==> src/rtl/fpsc_pkg.sv <==
// Package: shared defaults and encodings for the floating-point status
// flag controller. Assumes flag vectors are indexed by flag_idx_e.
package fpsc_pkg;

    localparam int FLAGS_DEF = 5;  // number of exception flags
    localparam int RND_W_DEF = 2;  // width of rounding-mode field

    // Flag bit positions; the numeric order is also the processing order.
    typedef enum int {
        FLG_INEXACT   = 0,
        FLG_DIVZERO   = 1,
        FLG_INVALID   = 2,
        FLG_OVERFLOW  = 3,
        FLG_UNDERFLOW = 4
    } flag_idx_e;

    // Rounding-mode field values.
    typedef enum logic [1:0] {
        RND_NEAR_EVEN = 2'd0,
        RND_TO_ZERO   = 2'd1,
        RND_TO_NEGINF = 2'd2,
        RND_TO_POSINF = 2'd3
    } rnd_mode_e;

endpackage

==> src/rtl/fpsc_round_dec.sv <==
// Module: rounding-mode holder and decoder.
// Holds the rounding field, loaded by a register write, and decodes it into
// a one-hot select for the arithmetic unit. Assumes a synchronous
// active-low reset that returns the field to nearest-even.
module fpsc_round_dec #(
    parameter int RND_W = fpsc_pkg::RND_W_DEF,
    localparam int NUM_MODES = 1 << RND_W
) (
    input  logic                 clk,
    input  logic                 rst_n,
    input  logic                 wr_en,
    input  logic [RND_W-1:0]     wr_field,
    output logic [RND_W-1:0]     rnd_mode,
    output logic [NUM_MODES-1:0] rnd_onehot
);

    logic [RND_W-1:0] rnd_q;

    // Field register: reset to nearest-even, load on software write.
    always_ff @(posedge clk) begin
        if (!rst_n) begin
            rnd_q <= RND_W'(fpsc_pkg::RND_NEAR_EVEN);
        end else if (wr_en) begin
            rnd_q <= wr_field;
        end
    end

    assign rnd_mode = rnd_q;

    // One select line per encodable mode.
    for (genvar g = 0; g < NUM_MODES; g++) begin : g_dec
        assign rnd_onehot[g] = (rnd_q == RND_W'(g));
    end

endmodule

==> src/rtl/fpsc_accum.sv <==
// Module: per-operation exception accumulator.
// ORs raw flags cycle by cycle. op_start discards what was gathered before
// it (the op_start cycle's own flags are kept); op_end empties it after the
// merged value has been handed on. Assumes op_start/op_end are one-cycle strobes.
module fpsc_accum #(
    parameter int NUM_FLAGS = fpsc_pkg::FLAGS_DEF
) (
    input  logic                 clk,
    input  logic                 rst_n,
    input  logic                 op_start,
    input  logic                 op_end,
    input  logic [NUM_FLAGS-1:0] raw_flags,
    output logic [NUM_FLAGS-1:0] merged
);

    logic [NUM_FLAGS-1:0] acc_q;
    logic [NUM_FLAGS-1:0] base;

    // Merged view: history (unless restarted) plus this cycle's flags.
    always_comb begin
        base   = op_start ? '0 : acc_q;
        merged = base | raw_flags;
    end

    // Accumulator register: empty on reset and after op_end.
    always_ff @(posedge clk) begin
        if (!rst_n) begin
            acc_q <= '0;
        end else if (op_end) begin
            acc_q <= '0;
        end else begin
            acc_q <= merged;
        end
    end

endmodule

==> src/rtl/fpsc_sticky.sv <==
// Module: sticky flag and trap request logic.
// At op_end, merged flags set their sticky bits; only bits going from clear
// to set with their enable on become trap causes. A register write in the
// same cycle wins and suppresses the merge. Trap outputs are registered and
// last one cycle. Assumes NUM_FLAGS fits in CODE_W bits.
module fpsc_sticky #(
    parameter int NUM_FLAGS = fpsc_pkg::FLAGS_DEF,
    localparam int CODE_W = (NUM_FLAGS > 1) ? $clog2(NUM_FLAGS) : 1
) (
    input  logic                 clk,
    input  logic                 rst_n,
    input  logic                 op_end,
    input  logic                 wr_en,
    input  logic [NUM_FLAGS-1:0] wr_sticky,
    input  logic [NUM_FLAGS-1:0] wr_enable,
    input  logic [NUM_FLAGS-1:0] merged,
    output logic [NUM_FLAGS-1:0] sticky,
    output logic [NUM_FLAGS-1:0] enables,
    output logic                 trap_req,
    output logic [NUM_FLAGS-1:0] trap_cause,
    output logic [CODE_W-1:0]    trap_code
);

    logic [NUM_FLAGS-1:0] newly_set;
    logic [NUM_FLAGS-1:0] new_cause;

    // Lowest set index wins: inexact is processed first.
    function automatic logic [CODE_W-1:0] first_set(input logic [NUM_FLAGS-1:0] v);
        logic [CODE_W-1:0] idx;
        idx = '0;
        for (int i = NUM_FLAGS - 1; i >= 0; i--) begin
            if (v[i]) idx = CODE_W'(i);
        end
        return idx;
    endfunction

    // Clear-to-set detection and enable masking.
    always_comb begin
        newly_set = merged & ~sticky;
        new_cause = newly_set & enables;
    end

    // Sticky, enable and trap registers; write beats merge.
    always_ff @(posedge clk) begin
        if (!rst_n) begin
            sticky     <= '0;
            enables    <= '0;
            trap_req   <= 1'b0;
            trap_cause <= '0;
            trap_code  <= '0;
        end else if (wr_en) begin
            sticky     <= wr_sticky;
            enables    <= wr_enable;
            trap_req   <= 1'b0;
            trap_cause <= '0;
            trap_code  <= '0;
        end else if (op_end) begin
            sticky     <= sticky | newly_set;
            trap_req   <= |new_cause;
            trap_cause <= new_cause;
            trap_code  <= first_set(new_cause);
        end else begin
            trap_req   <= 1'b0;
            trap_cause <= '0;
            trap_code  <= '0;
        end
    end

endmodule

==> src/rtl/fp_status_ctrl.sv <==
// Module: floating-point status flag controller (top).
// Splits the register write into rounding, enable and sticky fields and
// wires the rounding decoder, the accumulator and the sticky/trap logic.
// Assumes write layout {sticky, enables, rounding} from MSB to LSB.
module fp_status_ctrl #(
    parameter int NUM_FLAGS = fpsc_pkg::FLAGS_DEF,
    parameter int RND_W     = fpsc_pkg::RND_W_DEF,
    localparam int NUM_MODES = 1 << RND_W,
    localparam int CODE_W    = (NUM_FLAGS > 1) ? $clog2(NUM_FLAGS) : 1,
    localparam int EN_LSB    = RND_W,
    localparam int STK_LSB   = RND_W + NUM_FLAGS,
    localparam int REG_W     = RND_W + 2 * NUM_FLAGS
) (
    input  logic                 clk,
    input  logic                 rst_n,
    input  logic                 op_start,
    input  logic                 op_end,
    input  logic [NUM_FLAGS-1:0] raw_flags,
    input  logic                 wr_en,
    input  logic [REG_W-1:0]     wr_data,
    output logic [NUM_FLAGS-1:0] sticky_flags,
    output logic [RND_W-1:0]     rnd_mode,
    output logic [NUM_MODES-1:0] rnd_onehot,
    output logic                 trap_req,
    output logic [NUM_FLAGS-1:0] trap_cause,
    output logic [CODE_W-1:0]    trap_code
);

    logic [NUM_FLAGS-1:0] merged_flags;
    logic [NUM_FLAGS-1:0] flag_enables;

    fpsc_round_dec #(.RND_W(RND_W)) u_round (
        .clk        (clk),
        .rst_n      (rst_n),
        .wr_en      (wr_en),
        .wr_field   (wr_data[RND_W-1:0]),
        .rnd_mode   (rnd_mode),
        .rnd_onehot (rnd_onehot)
    );

    fpsc_accum #(.NUM_FLAGS(NUM_FLAGS)) u_accum (
        .clk       (clk),
        .rst_n     (rst_n),
        .op_start  (op_start),
        .op_end    (op_end),
        .raw_flags (raw_flags),
        .merged    (merged_flags)
    );

    fpsc_sticky #(.NUM_FLAGS(NUM_FLAGS)) u_sticky (
        .clk        (clk),
        .rst_n      (rst_n),
        .op_end     (op_end),
        .wr_en      (wr_en),
        .wr_sticky  (wr_data[STK_LSB +: NUM_FLAGS]),
        .wr_enable  (wr_data[EN_LSB +: NUM_FLAGS]),
        .merged     (merged_flags),
        .sticky     (sticky_flags),
        .enables    (flag_enables),
        .trap_req   (trap_req),
        .trap_cause (trap_cause),
        .trap_code  (trap_code)
    );

endmodule

==> config.mk <==
export PLATFORM = sky130hd
export DESIGN_NAME = fp_status_ctrl
export DESIGN_NICKNAME = d
export VERILOG_FILES = /design/src/rtl/fpsc_pkg.sv /design/src/rtl/fpsc_round_dec.sv /design/src/rtl/fpsc_accum.sv /design/src/rtl/fpsc_sticky.sv /design/src/rtl/fp_status_ctrl.sv
export SDC_FILE = /design/constraint.sdc
export NUM_CORES = 1
export LEC_CHECK = 0
export BUFFER_PORTS_ARGS = -buffer_cell sky130_fd_sc_hd__buf_2
export CELL_PAD_IN_SITES_DETAIL_PLACEMENT = 1
export CELL_PAD_IN_SITES_GLOBAL_PLACEMENT = 2
export CORE_UTILIZATION = 28
export CTS_CLUSTER_SIZE = 24
export DETAILED_ROUTE_END_ITERATION = 10
export PLACE_DENSITY_LB_ADDON = 0.1
export SETUP_SLACK_MARGIN = 0.3
export SLEW_MARGIN = 10
export SYNTH_ARGS = -nofsm -noshare
export SYNTH_HDL_FRONTEND = slang
export SYNTH_SLANG_ARGS = --single-unit
==> constraint.sdc <==
create_clock -name clk -period 2.1 [get_ports clk]
set_input_delay 0.525 -clock clk [delete_from_list [all_inputs] [get_ports clk]]
set_output_delay 0.525 -clock clk [all_outputs]
set_load 0.1 [all_outputs]
==> flow_summary.toml <==
[sta]
rsz0062_at_grt = "no"
final.setup.tns_ps = 0
worst_pin_slew_ps = 491.0
setup_violations = 0
final_hold_fails = 0
final-max-slew-violation-count = 0
layout_setup_ws_ps = 360.8
achievable-frequency_mhz = 575.0
period_share_pct = 82.82
fin_worst_skew_ps = 4.558
period_minus_slack_ps = 1739
slew_headroom_pct = 67.49

[cts]
cts-htree-levels = 1
clock_tree.buffer_depth = 2
cts_setup_buffers = 0
cts-root-buf = "clkbuf_4"
cts_sinks = 26
cts-buffers-inserted = 3
clkSlewWorstSetupHoldPaths_ps = 140
postCtsHoldBufs = 0
clock_insertion_delay_worst_skew_ps = 320
cts_tree = "built"

[power]
power_switching_uw = 335.8
total_leakage_power_uw = 0.0006177
power.switching_fraction_pct = 33.03
power_density_nw_per_um2 = 765.8
pwr-share-comb_pct = 22.9
worst_ir_drop_vdd_v = 0.0003195
pwr-share-seq_pct = 52.1
power_frac_clock_pct = 25.0
internal_power_uw = 680.8

[floorplanning]
start_util_pct = 29.61
die_footprint_um2 = 3799
chip_width_um = 61.64
rows = 21
core_um2 = 3363
vertical_extent_of_the_die_um = 61.64
num_io_pins = 42

[global_route]
antenna_found_initial = 0
grt_first_pass_wirelength_um = 3546
pin_count_of_the_biggest_net_entering_global_routing = 16
first_global_vias = 781
grt_util_all_layers_pct = 13.29
grt-ovfl-total = 0

[worst_hold_path]
holdCritPathClass = "in2reg"

[flow_run]
drv_cap = 0

[synth]
synth_area_leaders = "dfxtp_1, nor2b_1, nor2_1"
syn_area_um2 = 996.0
yosys.cell_types.count = 21
post-synth-top-area-fraction_pct = 52.26
netlist.top_cell.by_area = "dfxtp_1"
synth.avg_cell_area_um2 = 9.222
number_of_nets_in_the_synthesized_netlist = 130
synthesis.instances = 108
seq_cells_post_synth = 26
synth_sequential_area_ratio_pct = 52.26
synthesis.yosys.warnings = 0

[layout]
insertedDiodeCount = 0
area_added_between_synthesis_and_finish_pct = 33.29
layout_commonest_cell = "buf_2"
fillerInstances = 431
finish.net_count = 174
layout-drive-gt1-share_pct = 37.75
commonest_non_fill_non_tap_cells_in_the_layout = "buf_2, dfxtp_1, nor2_1"

[setup_path]
worst-setup-path-type = "reg2out"
cp-start-kind = "flop"
timing.critical_path.to_type = "output port"
critPathArrivalTime_ps = 1210
worst-path-max-fanout = 6
timing.critical_path.required_ps = 1570

[routing]
via_count = 855
vias_per_std_cell = 4.340
avgRoutedWirePerCell_um = 11.75
drc = 0
routed_wl_um = 2315
drt_iter0_drc = 17
drtPass1Iterations = 4
ant_nets = 0

[place]
gp_congestion = 0.7066
post-dp-hpwl_um = 1832
preCtsSetupSlack_ps = 596.0
portBuffers = 41

[run_status]
status = "completed"
kinds of logic after synthesis:
logic type	after synthesis	synth area share (%)
muxes	7	7.035
DFF	26	52.26
AOI/OAI and AO/OA	21	13.32
buffers and inverters	5	2.009
and+or+nand+nor	49	25.38
cells in the mapped netlist (all sizes together):
library cell  count
mux2i             7
a21oi             6
or3b              1
nor2b            17
clkbuf            1
and3              1
nand2             3
nand2b            1
dfxtp            26
a41oi             1
nand3             2
inv               3
buf               1
o21ai            13
nor2             21
nor3              1
and2              2
o211a             1
layer usage:
layer	vias up	GRT usage (%)	part of all wire (%)
li1	448	-	-
met1	381	16.99	48
met2	24	21.81	47
met3	2	2.521	3.8
met4	0	5.714	1.1
met5	-	0	0
final cells by class:
type                       count  area (µm²)  share of cell area, %
sequential                    26       525.5                  39.59
multi-input combinational     77       479.2                  36.10
timing repair buffer          41       217.7                  16.40
tap                           46       57.56                  4.336
clock buffer                   4       36.28                  2.733
inverter                       3       11.26                 0.8483
timing repair:
| item | 4_1_cts | 5_1_grt |
|---|---|---|
| pin swaps | 0 | 0 |
| setup endpoints to repair | 3 | 2 |
| resized for setup | 3 | 2 |
state kept, by name, indices dropped and copies added, names as in the netlist:
register,count
u_sticky.sticky,5
u_sticky.trap_req,1
u_accum.acc_q,5
u_sticky.trap_code,3
u_round.rnd_mode,2
u_sticky.enables,5
u_sticky.trap_cause,5
critical path: stages, from the launching register on:
cell	delay (ps)
dfxtp_2	450
and2_2	170
buf_4	280
metrics by stage:
stage	cells	total power [µW]	hold slack (ps)	cell area, µm²	utilization, %
2_1_floorplan	108	716.8	472.3	1025	-
3_3_place_gp	193	770.5	492.2	1279	38.02
3_5_place_dp	193	773.0	500.7	1279	38.02
4_1_cts	197	1029	428.0	1323	39.32
5_1_grt	197	1067	416.4	1328	39.47
6_report	197	1017	431.4	1328	39.47
power by group through the flow:
stage / Clock, µW / Sequential [µW] / Combinational [µW]
6_report: 254 / 529 / 233
5_1_grt: 286 / 533 / 248
4_1_cts: 265 / 530 / 235
3_5_place_dp: 0 / 540 / 232
3_3_place_gp: 0 / 540 / 231
2_1_floorplan: 0 / 623 / 93.9
path summary, 6_finish.rpt:
check / start / to / slack [ps] / cells past startpoint
worst max-delay path: u_round.rnd_mode[0] / rnd_onehot[3] / 360 / 2
worst min register to register: u_sticky.sticky[0] / u_sticky.sticky[0] / 520 / 2
worst min-delay path: wr_data[11] / u_sticky.sticky[4] / 430 / 2
worst max register to register: u_accum.acc_q[2] / u_sticky.trap_req / 900 / 4
No activity file was read; power rests on OpenSTA's default activity.
